File: src/rtl/ctl_dft_pkg.sv
package ctl_dft_pkg;
  localparam int ST_W      = 3;
  localparam int PI_W      = 2;
  localparam int PO_W      = 2;
  localparam int NUM_VALID = 6;
  localparam logic [ST_W-1:0] RST_CODE = '0;

  typedef enum logic [1:0] {SEL_NORMAL, SEL_TEST, SEL_HOLD} load_sel_e;

  // normal next-state function of the controller
  function automatic logic [ST_W-1:0] next_code(input logic [ST_W-1:0] s,
                                                input logic [PI_W-1:0] x);
    logic [ST_W-1:0] n;
    case (s)
      3'd0:    n = x[0] ? 3'd1 : 3'd0;
      3'd1:    n = x[1] ? 3'd2 : 3'd3;
      3'd2:    n = 3'd4;
      3'd3:    n = x[0] ? 3'd5 : 3'd3;
      3'd4:    n = x[1] ? 3'd0 : 3'd5;
      3'd5:    n = 3'd0;
      default: n = x[0] ? 3'd1 : 3'd0;
    endcase
    return n;
  endfunction

  function automatic logic [PO_W-1:0] out_code(input logic [ST_W-1:0] s,
                                               input logic [PI_W-1:0] x);
    return s[PO_W-1:0] ^ x;
  endfunction
endpackage

File: src/rtl/ctl_next_logic.sv
module ctl_next_logic
  import ctl_dft_pkg::*;
(
  input  logic [ST_W-1:0] cur,
  input  logic [PI_W-1:0] x,
  output logic [ST_W-1:0] nxt,
  output logic [PO_W-1:0] y
);
  always_comb begin
    nxt = next_code(cur, x);
    y   = out_code(cur, x);
  end
endmodule

File: src/rtl/inv_state_gen.sv
module inv_state_gen #(
  parameter int ST_W      = 3,
  parameter int NUM_VALID = 6
) (
  input  logic            clk,
  input  logic            rst_n,
  input  logic            adv,
  output logic [ST_W-1:0] code
);
  localparam int NUM_INV = (1 << ST_W) - NUM_VALID;
  localparam int POS_W   = (NUM_INV > 1) ? $clog2(NUM_INV) : 1;
  localparam logic [POS_W-1:0] LAST = POS_W'(NUM_INV - 1);

  logic [POS_W-1:0] pos;
  logic             at_last;

  assign at_last = (pos == LAST);

  always_ff @(posedge clk or negedge rst_n) begin
    if (!rst_n)
      pos <= '0;
    else if (adv && !at_last)
      pos <= pos + 1'b1;
  end

  assign code = ST_W'(NUM_VALID) + ST_W'(pos);
endmodule

File: src/rtl/state_hold_reg.sv
module state_hold_reg
  import ctl_dft_pkg::*;
(
  input  logic            clk,
  input  logic            rst_n,
  input  load_sel_e       sel,
  input  logic [ST_W-1:0] nxt,
  input  logic [ST_W-1:0] gen,
  output logic [ST_W-1:0] q
);
  logic [ST_W-1:0] d;

  always_comb begin
    case (sel)
      SEL_TEST: d = gen;
      SEL_HOLD: d = q;
      default:  d = nxt;
    endcase
  end

  always_ff @(posedge clk or negedge rst_n) begin
    if (!rst_n) q <= RST_CODE;
    else        q <= d;
  end
endmodule

File: src/rtl/ctl_dft_top.sv
module ctl_dft_top
  import ctl_dft_pkg::*;
#(
  parameter bit PAR_EN = 1'b1
) (
  input  logic            clk,
  input  logic            rst_n,
  input  logic [PI_W-1:0] pin,
  input  logic            tmode,
  input  logic            hold,
  output logic [PO_W-1:0] pout,
  output logic [ST_W-1:0] st_obs,
  output logic            st_par
);
  logic [ST_W-1:0] state_q;
  logic [ST_W-1:0] nxt_code;
  logic [ST_W-1:0] gen_code;
  load_sel_e       sel;
  logic            gen_step;

  always_comb begin
    if (hold)       sel = SEL_HOLD;
    else if (tmode) sel = SEL_TEST;
    else            sel = SEL_NORMAL;
  end
  assign gen_step = (sel == SEL_TEST);

  ctl_next_logic u_logic (.cur(state_q), .x(pin), .nxt(nxt_code), .y(pout));

  inv_state_gen #(.ST_W(ST_W), .NUM_VALID(NUM_VALID)) u_gen (
    .clk(clk), .rst_n(rst_n), .adv(gen_step), .code(gen_code));

  state_hold_reg u_reg (.clk(clk), .rst_n(rst_n), .sel(sel),
                        .nxt(nxt_code), .gen(gen_code), .q(state_q));

  assign st_obs = state_q;

  generate
    if (PAR_EN) begin : g_par
      assign st_par = ^state_q;
    end else begin : g_nopar
      assign st_par = 1'b0;
    end
  endgenerate
endmodule

File: config.mk
export PLATFORM = sky130hd
export DESIGN_NAME = ctl_dft_top
export DESIGN_NICKNAME = d
export VERILOG_FILES = /design/src/rtl/ctl_dft_pkg.sv /design/src/rtl/ctl_next_logic.sv /design/src/rtl/inv_state_gen.sv /design/src/rtl/state_hold_reg.sv /design/src/rtl/ctl_dft_top.sv
export SDC_FILE = /design/constraint.sdc
export NUM_CORES = 1
export LEC_CHECK = 0
export ABC_AREA = 1
export BUFFER_PORTS_ARGS = -buffer_cell sky130_fd_sc_hd__buf_2
export CORE_AREA = 5 5 42 44
export CTS_CLUSTER_DIAMETER = 30
export CTS_CLUSTER_SIZE = 40
export DETAILED_ROUTE_END_ITERATION = 8
export DIE_AREA = 0 0 47 49
export PLACE_DENSITY = 0.5
export SLEW_MARGIN = 10
export SYNTH_ARGS = -nofsm -noshare
export SYNTH_HDL_FRONTEND = slang
export SYNTH_SLANG_ARGS = --single-unit
File: constraint.sdc
create_clock -name clk -period 3.6 [get_ports clk]
set_input_delay 0.72 -clock clk [delete_from_list [all_inputs] [get_ports clk]]
set_output_delay 0.72 -clock clk [all_outputs]
set_load 0.005 [all_outputs]
==> results of run 1 <==
power groups by stage:
stage / clock network, W / registers (W) / logic, W
finish: 0.0000525 / 0.0000584 / 0.0000647
global route: 0.0000608 / 0.0000595 / 0.0000735
CTS: 0.0000563 / 0.0000587 / 0.0000657
detailed placement: 0 / 0.0000592 / 0.0000653
global placement: 0 / 0.0000590 / 0.0000667
floorplan: 0 / 0.0000579 / 0.0000401
cells in the final DEF, fill, tap and decap left out:
master     n
nand2_1    7
nand2_2    1
dfrtp_1    4
nand3_1    4
nor2_2     1
inv_2      1
nor2_1     2
o21ai_0    4
a21oi_1    2
xor2_1     3
ha_1       4
inv_1      5
o21ai_2    1
buf_2     11
o21ai_1    1
clkbuf_4   3
a21oi_2    1
Yosys cell counts:
cell type  number
a21oi_2         1
xor2_1          3
o21ai_0         4
o21ai_1         1
nand3_1         4
dfrtp_1         4
nand2_2         1
nor2_1          2
ha_1            4
inv_1           5
nor2_2          1
inv_2           1
o21ai_2         1
nand2_1         7
a21oi_1         2
cells by family after synthesis:
logic type / Yosys count
simple gates: 15
flops: 4
buf+inv: 6
xor+xnor: 3
fa+ha+maj: 4
compound gates: 9
routing by layer:
| layer | routed length (microns) | up-vias |
|---|---|---|
| li1 | - | 161 |
| met1 | 318 | 141 |
| met2 | 322 | 7 |
| met4 | 0 | 0 |
| met3 | 48 | 0 |
| met5 | 0 | - |
worst paths after layout:
| path | from | endpoint | slack (ps) | cells after the start |
|---|---|---|---|---|
| setup / recovery | u_reg.q[0]$_DFFE_PN0P_ | st_par | 1530 | 4 |
| hold / removal | rst_n | u_reg.q[0]$_DFFE_PN0P_ | 290 | 1 |
| setup reg to reg | u_reg.q[0]$_DFFE_PN0P_ | u_reg.q[2]$_DFFE_PN0P_ | 2280 | 6 |
| hold reg to reg | u_gen.at_last$_DFFE_PN0P_ | u_gen.at_last$_DFFE_PN0P_ | 470 | 2 |
| max in group asynchronous | rst_n | u_gen.at_last$_DFFE_PN0P_ | 3200 | 1 |
| min in group clk | u_gen.at_last$_DFFE_PN0P_ | u_gen.at_last$_DFFE_PN0P_ | 470 | 2 |
registers in the layout, summed over array words and instances (netlist names):
| signal | cells |
|---|---|
| u_gen.at_last | 1 |
| u_reg.q | 3 |
through the flow:
stage	worst slack [ps]	utilization [%]	hold WS (ps)	cells	power [W]
after global routing	1440	29.6	282	71	0.000194
after detailed placement	1740	28.0	458	68	0.000125
final	1530	29.6	288	71	0.000176
after global placement	1730	28.0	449	68	0.000126
after CTS	1510	29.6	280	71	0.000181
after floorplan	1910	-	424	41	0.0000981
layout make-up:
type | instances | area, sq um
Clock buffer | 3 | 22.5
Fill cell | 167 | 986
Inverter | 6 | 22.5
Multi-Input combinational cell | 31 | 195
Sequential cell | 4 | 100
Tap cell | 16 | 20.0
Timing Repair Buffer | 11 | 55.1
==> flow_summary_export.csv, run 1 <==
group,metric,value,unit
status,status,"completed",
route,drt-total-wl,689,microns
cells_and_area,drive_above_1_share,34.5,%
clocking,cts_setup_buffers,0,
power,p_per_area,423,nW/um^2
setup_path,crit_slowest_cell,"dfrtp_1",
yosys,seq_area_frac_synth,31.5,%
yosys,netlist_area,318,sq um
route,via_count,309,
flow_run,drv_cap,0,
placement,portBuffers,11,
timing,slew_headroom,86.0,%
setup_path,crit_path_start_kind,"flop",
power,worst_ir_drop_vdd,0.160,mV
route,dr.pass1.iters,1,
power,pwr-share-seq,33.3,%
clocking,clock-sinks,4,
setup_path,crit_family,"flip-flops",
global_routing,grt_util_met3,1.48,%
timing,setup-violations-final,0,
cells_and_area,area_growth,30.7,%
global_routing,met1_usage,8.41,%
global_routing,grt_busiest_layer,"met2",
yosys,synthCells,41,
yosys,synth-simple-area-share,20.9,%
yosys,synth_area_leader_cell,"dfrtp_1",
yosys,synthMuxAreaShare,0,%
cells_and_area,final_area,415,sq um
global_routing,use_met2,9.73,%
yosys,synth_top_family_by_area,"simple AND/OR/NAND/NOR gates",
power,pwr-share-clk,29.9,%
floorplan,pin_count,12,
setup_path,cp_max_fo,6,
clocking,clk_root_buffer_cell,"clkbuf_4",
setup_path,worst-path-buf-inv,2,
route,postRouteAntennaNets,0,
setup_path,cpPeakStageDelay,430,ps
yosys,yosys.area_share.xor_xnor,8.27,%
timing,drv_slew,0,
clocking,clk_pin_slew,30,ps
clocking,cts_resized,0,
timing,finalCritPeriodShare,57.4,%
power,p_int,0.000117,W
placement,placed_cell_area,393,sq um
global_routing,grt_max_degree,7,
power,power_switching,0.0000585,W
clocking,clk_latency,230,ps
route,drc,0,
timing,fmax,484,MHz
global_routing,grt_antenna_before_repair,0,
yosys,synth-adder-area-share,15.7,%
power,swShare,33.3,%
floorplan,core_area,1400,sq um
floorplan,die_area,2300,sq um
clocking,cts_tree,"built",
yosys,synth_compound_area_share,16.5,%
timing,final.setup_skew,0.665,ps
clocking,cts_made_buffers,3,
setup_path,critical_path_arrival,1350,ps
global_routing,grt_pass1_wl,1.17,mm
yosys,syn_nets,51,
yosys,synth_top_area_share,31.5,%
floorplan,chipHeight,49,microns
clocking,htreeDepth,1,
timing,tightestPinTransition,208,ps
route,wl_per_cell,9.70,microns
cells_and_area,fin_nets,67,
setup_path,critPathKind,"reg -> out",
yosys,yosysWarnings,0,
yosys,syn_area_per_cell,7.75,sq um
clocking,clk_path_buf_depth,2,
floorplan,num_rows,14,
min_path,hold_class,"in -> async",
setup_path,worstSetupEndpointType,"primary output",
floorplan,die_w,47,microns
timing,setup_tns,0,ps
global_routing,grt_pass1_vias,291,
power,leakagePower,0.228,nW
timing,rsz0062_at_grt,"no",
route,viasPerCell,4.35,
power,power_frac_comb,36.9,%
timing,fin_crit,2070,ps
global_routing,grt_overflow_total,0,
floorplan,start_util,22.7,%
setup_path,cp_cell_sequence,"inv_1, ha_1, xor2_1, buf_2",
cells_and_area,diodes,0,
timing,finalHoldViolCount,0,
setup_path,critPathRequiredTime,2880,ps
route,drtIter0Drc,0,
clocking,cts_hold_buf,0,
global_routing,grt_usage,7.06,%
placement,dp_hpwl,580,microns
placement,gp_congestion,0.826,
yosys,synth.distinct_cells,15,
yosys,yosys-top-cells-area,"dfrtp_1, ha_1, nand2_1, xor2_1, nand3_1",
yosys,ys_ff_latch,4,
Power figures use the tool's default switching activity.
==> run 2: changes to the inputs <==
--- a/config.mk
+++ b/config.mk
@@ -5,14 +5,14 @@
 export SDC_FILE = /design/constraint.sdc
 export NUM_CORES = 1
 export LEC_CHECK = 0
-export ABC_AREA = 1
+export ABC_AREA = 0
 export BUFFER_PORTS_ARGS = -buffer_cell sky130_fd_sc_hd__buf_2
 export CORE_AREA = 5 5 42 44
 export CTS_CLUSTER_DIAMETER = 30
 export CTS_CLUSTER_SIZE = 40
 export DETAILED_ROUTE_END_ITERATION = 8
 export DIE_AREA = 0 0 47 49
-export PLACE_DENSITY = 0.5
+export PLACE_DENSITY = 0.52
 export SLEW_MARGIN = 10
 export SYNTH_ARGS = -nofsm -noshare
 export SYNTH_HDL_FRONTEND = slang
==> constraint.sdc (replaced) <==
create_clock -name clk -period 2.1 [get_ports clk]
set_input_delay 0.42 -clock clk [delete_from_list [all_inputs] [get_ports clk]]
set_output_delay 0.42 -clock clk [all_outputs]
set_load 0.005 [all_outputs]
==> flow_summary_export.csv, run 2 <==
group,metric,value,unit
route,via_count,307,
timing,setup_tns,0,ps
clocking,clk_path_buf_depth,2,
route,postRouteAntennaNets,0,
timing,setup-violations-final,0,
global_routing,grt_pass1_vias,293,
yosys,synth_top_area_share,28.8,%
global_routing,grt_max_degree,10,
clocking,htreeDepth,1,
timing,final.setup_skew,0.667,ps
timing,finalHoldViolCount,0,
clocking,cts_made_buffers,3,
timing,tightestPinTransition,302,ps
route,drc,0,
global_routing,grt_pass1_wl,1.19,mm
timing,slew_headroom,79.9,%
yosys,synthArstFlopShare,100,%
route,drt-total-wl,767,microns
setup_path,crit_slowest_cell,"dfrtp_1",
yosys,seq_area_frac_synth,28.8,%
clocking,cts_setup_buffers,0,
power,total_power,0.000356,W
timing,rsz0062_at_grt,"no",
yosys,synth_area_leader_cell,"dfrtp_1",
clocking,clk_root_buffer_cell,"clkbuf_4",
timing,fmax,556,MHz
yosys,synth_commonest_cells,"inv_1, dfrtp_1, ha_1",
placement,dp_hpwl,636,microns
placement,portBuffers,11,
floorplan,pin_count,12,
setup_path,crit_path_start_kind,"flop",
yosys,synth.distinct_cells,23,
floorplan,chipHeight,49,microns
setup_path,cp_max_fo,5,
power,leakagePower,0.212,nW
timing,fin_hold_ws,451,ps
timing,finalCritPeriodShare,85.6,%
yosys,ys.flop_type,"dfrtp_1",
floorplan,die_area,2300,sq um
cells_and_area,fin_util,31.9,%
floorplan,start_util,24.8,%
min_path,hold_class,"reg -> reg",
setup_path,critPathKind,"reg -> out",
global_routing,grt_antenna_before_repair,0,
setup_path,critical_path_arrival,1380,ps
cells_and_area,largest_reg_flops,3,
status,status,"completed",
yosys,ys_ff_latch,4,
clocking,cts_tree,"built",
setup_path,critPathRequiredTime,1680,ps
setup_path,worst-path-buf-inv,2,
yosys,synthCells,38,
global_routing,grt_overflow_total,0,
setup_path,cpPeakStageDelay,420,ps
cells_and_area,final_cell_mix,"buf_2, inv_1, ha_1, dfrtp_1",
setup_path,crit_family,"flip-flops",
yosys,syn_area_per_cell,9.15,sq um
floorplan,die_w,47,microns
yosys,yosysMostFrequentCell,"inv_1",
clocking,clk_latency,230,ps
setup_path,cp_cell_sequence,"inv_1, ha_1, xor2_1, buf_2",
route,drtIter0Drc,0,
floorplan,num_rows,14,
yosys,yosysWarnings,0,
yosys,synth_edf_count,0,
cells_and_area,area_growth,28.4,%
floorplan,core_area,1400,sq um
cells_and_area,fin_cells,67,
power,worst_ir_drop_vdd,0.342,mV
clocking,clk_pin_slew,30,ps
cells_and_area,largest-register,"u_reg.q",
cells_and_area,fin_nets,63,
clocking,clock-sinks,4,
power,p_per_area,796,nW/um^2
flow_run,drv_cap,0,
cells_and_area,final_common_cell,"buf_2",
placement,gp_congestion,0.740,
yosys,netlist_area,348,sq um
yosys,yosys-top-cells-area,"dfrtp_1, ha_1, xor2_1, inv_1, a21oi_1",
route,dr.pass1.iters,1,
timing,drv_slew,0,
placement,placed_cells,63,
timing,fin_crit,1800,ps
cells_and_area,drive_above_1_share,33.3,%
route,viasPerCell,4.58,
yosys,syn_nets,48,
global_routing,grt_usage,7.21,%
route,wl_per_cell,11.4,microns
setup_path,worstSetupEndpointType,"primary output",
cells_and_area,diodes,0,
[run 2: area by class of cell]
type	count	area, sq um
Tap cell	16	20.0
Sequential cell	4	100
Fill cell	161	955
Inverter	5	18.8
Clock buffer	3	22.5
Timing Repair Buffer	12	65.1
Multi-Input combinational cell	27	220
[run 2: path summary, 6_finish.rpt]
kind,cells after the start,startpoint,slack (ps),end
worst max-delay path,4,u_reg.q[0]$_DFFE_PN0P_,300,st_par
worst min-delay path,1,u_gen.at_last$_DFFE_PN0P_,450,u_gen.at_last$_DFFE_PN0P_
worst min register to register,1,u_gen.at_last$_DFFE_PN0P_,450,u_gen.at_last$_DFFE_PN0P_
min in group asynchronous,2,rst_n,520,u_gen.at_last$_DFFE_PN0P_
max in group asynchronous,2,rst_n,1460,u_reg.q[1]$_DFFE_PN0P_
worst max register to register,5,u_reg.q[0]$_DFFE_PN0P_,550,u_reg.q[0]$_DFFE_PN0P_
[run 2: through the flow]
| step | instance area [sq um] | worst slack, ps |
|---|---|---|
| floorplan | 348 | 673 |
| global placement | 414 | 543 |
| detailed placement | 414 | 536 |
| CTS | 447 | 285 |
| global route | 447 | 193 |
| finish | 447 | 302 |
[run 2: what timing repair did]
action | CTS | global route
hold buffers | 1 | 0
gates resized for setup | 0 | 0
hold endpoints to repair | 4 | 0
[run 2: metal layers]
metal / GRT usage (%) / part of all wire [%]
met1: 7.78 / 41
met2: 11.3 / 51
met3: 1.85 / 5.6
met4: 5.53 / 2.2
met5: 0 / 0
[run 2: logic make-up after synthesis]
group	after synthesis	share of synthesized area [%]
mux	1	4.32
buf+inv	7	7.91
fa+ha+maj	4	14.4
flops	4	28.8
compound gates	12	24.8
xor+xnor	3	7.56
simple gates	7	12.2
[run 2: worst reg2reg max path: stages (launching register included)]
cell	delay, ps
dfrtp_1	420
inv_1	110
ha_1	240
mux2_4	310
a211oi_2	230
a31o_1	170
[run 2: power by group]
part	switching [W]	internal, W	total (W)	leakage, nW
Sequential	0.0000281	0.0000904	0.000119	0.0420
Clock	0.0000275	0.0000636	0.0000912	0.0138
Combinational	0.0000685	0.0000774	0.000146	0.157
Total	0.000124	0.000231	0.000356	0.212
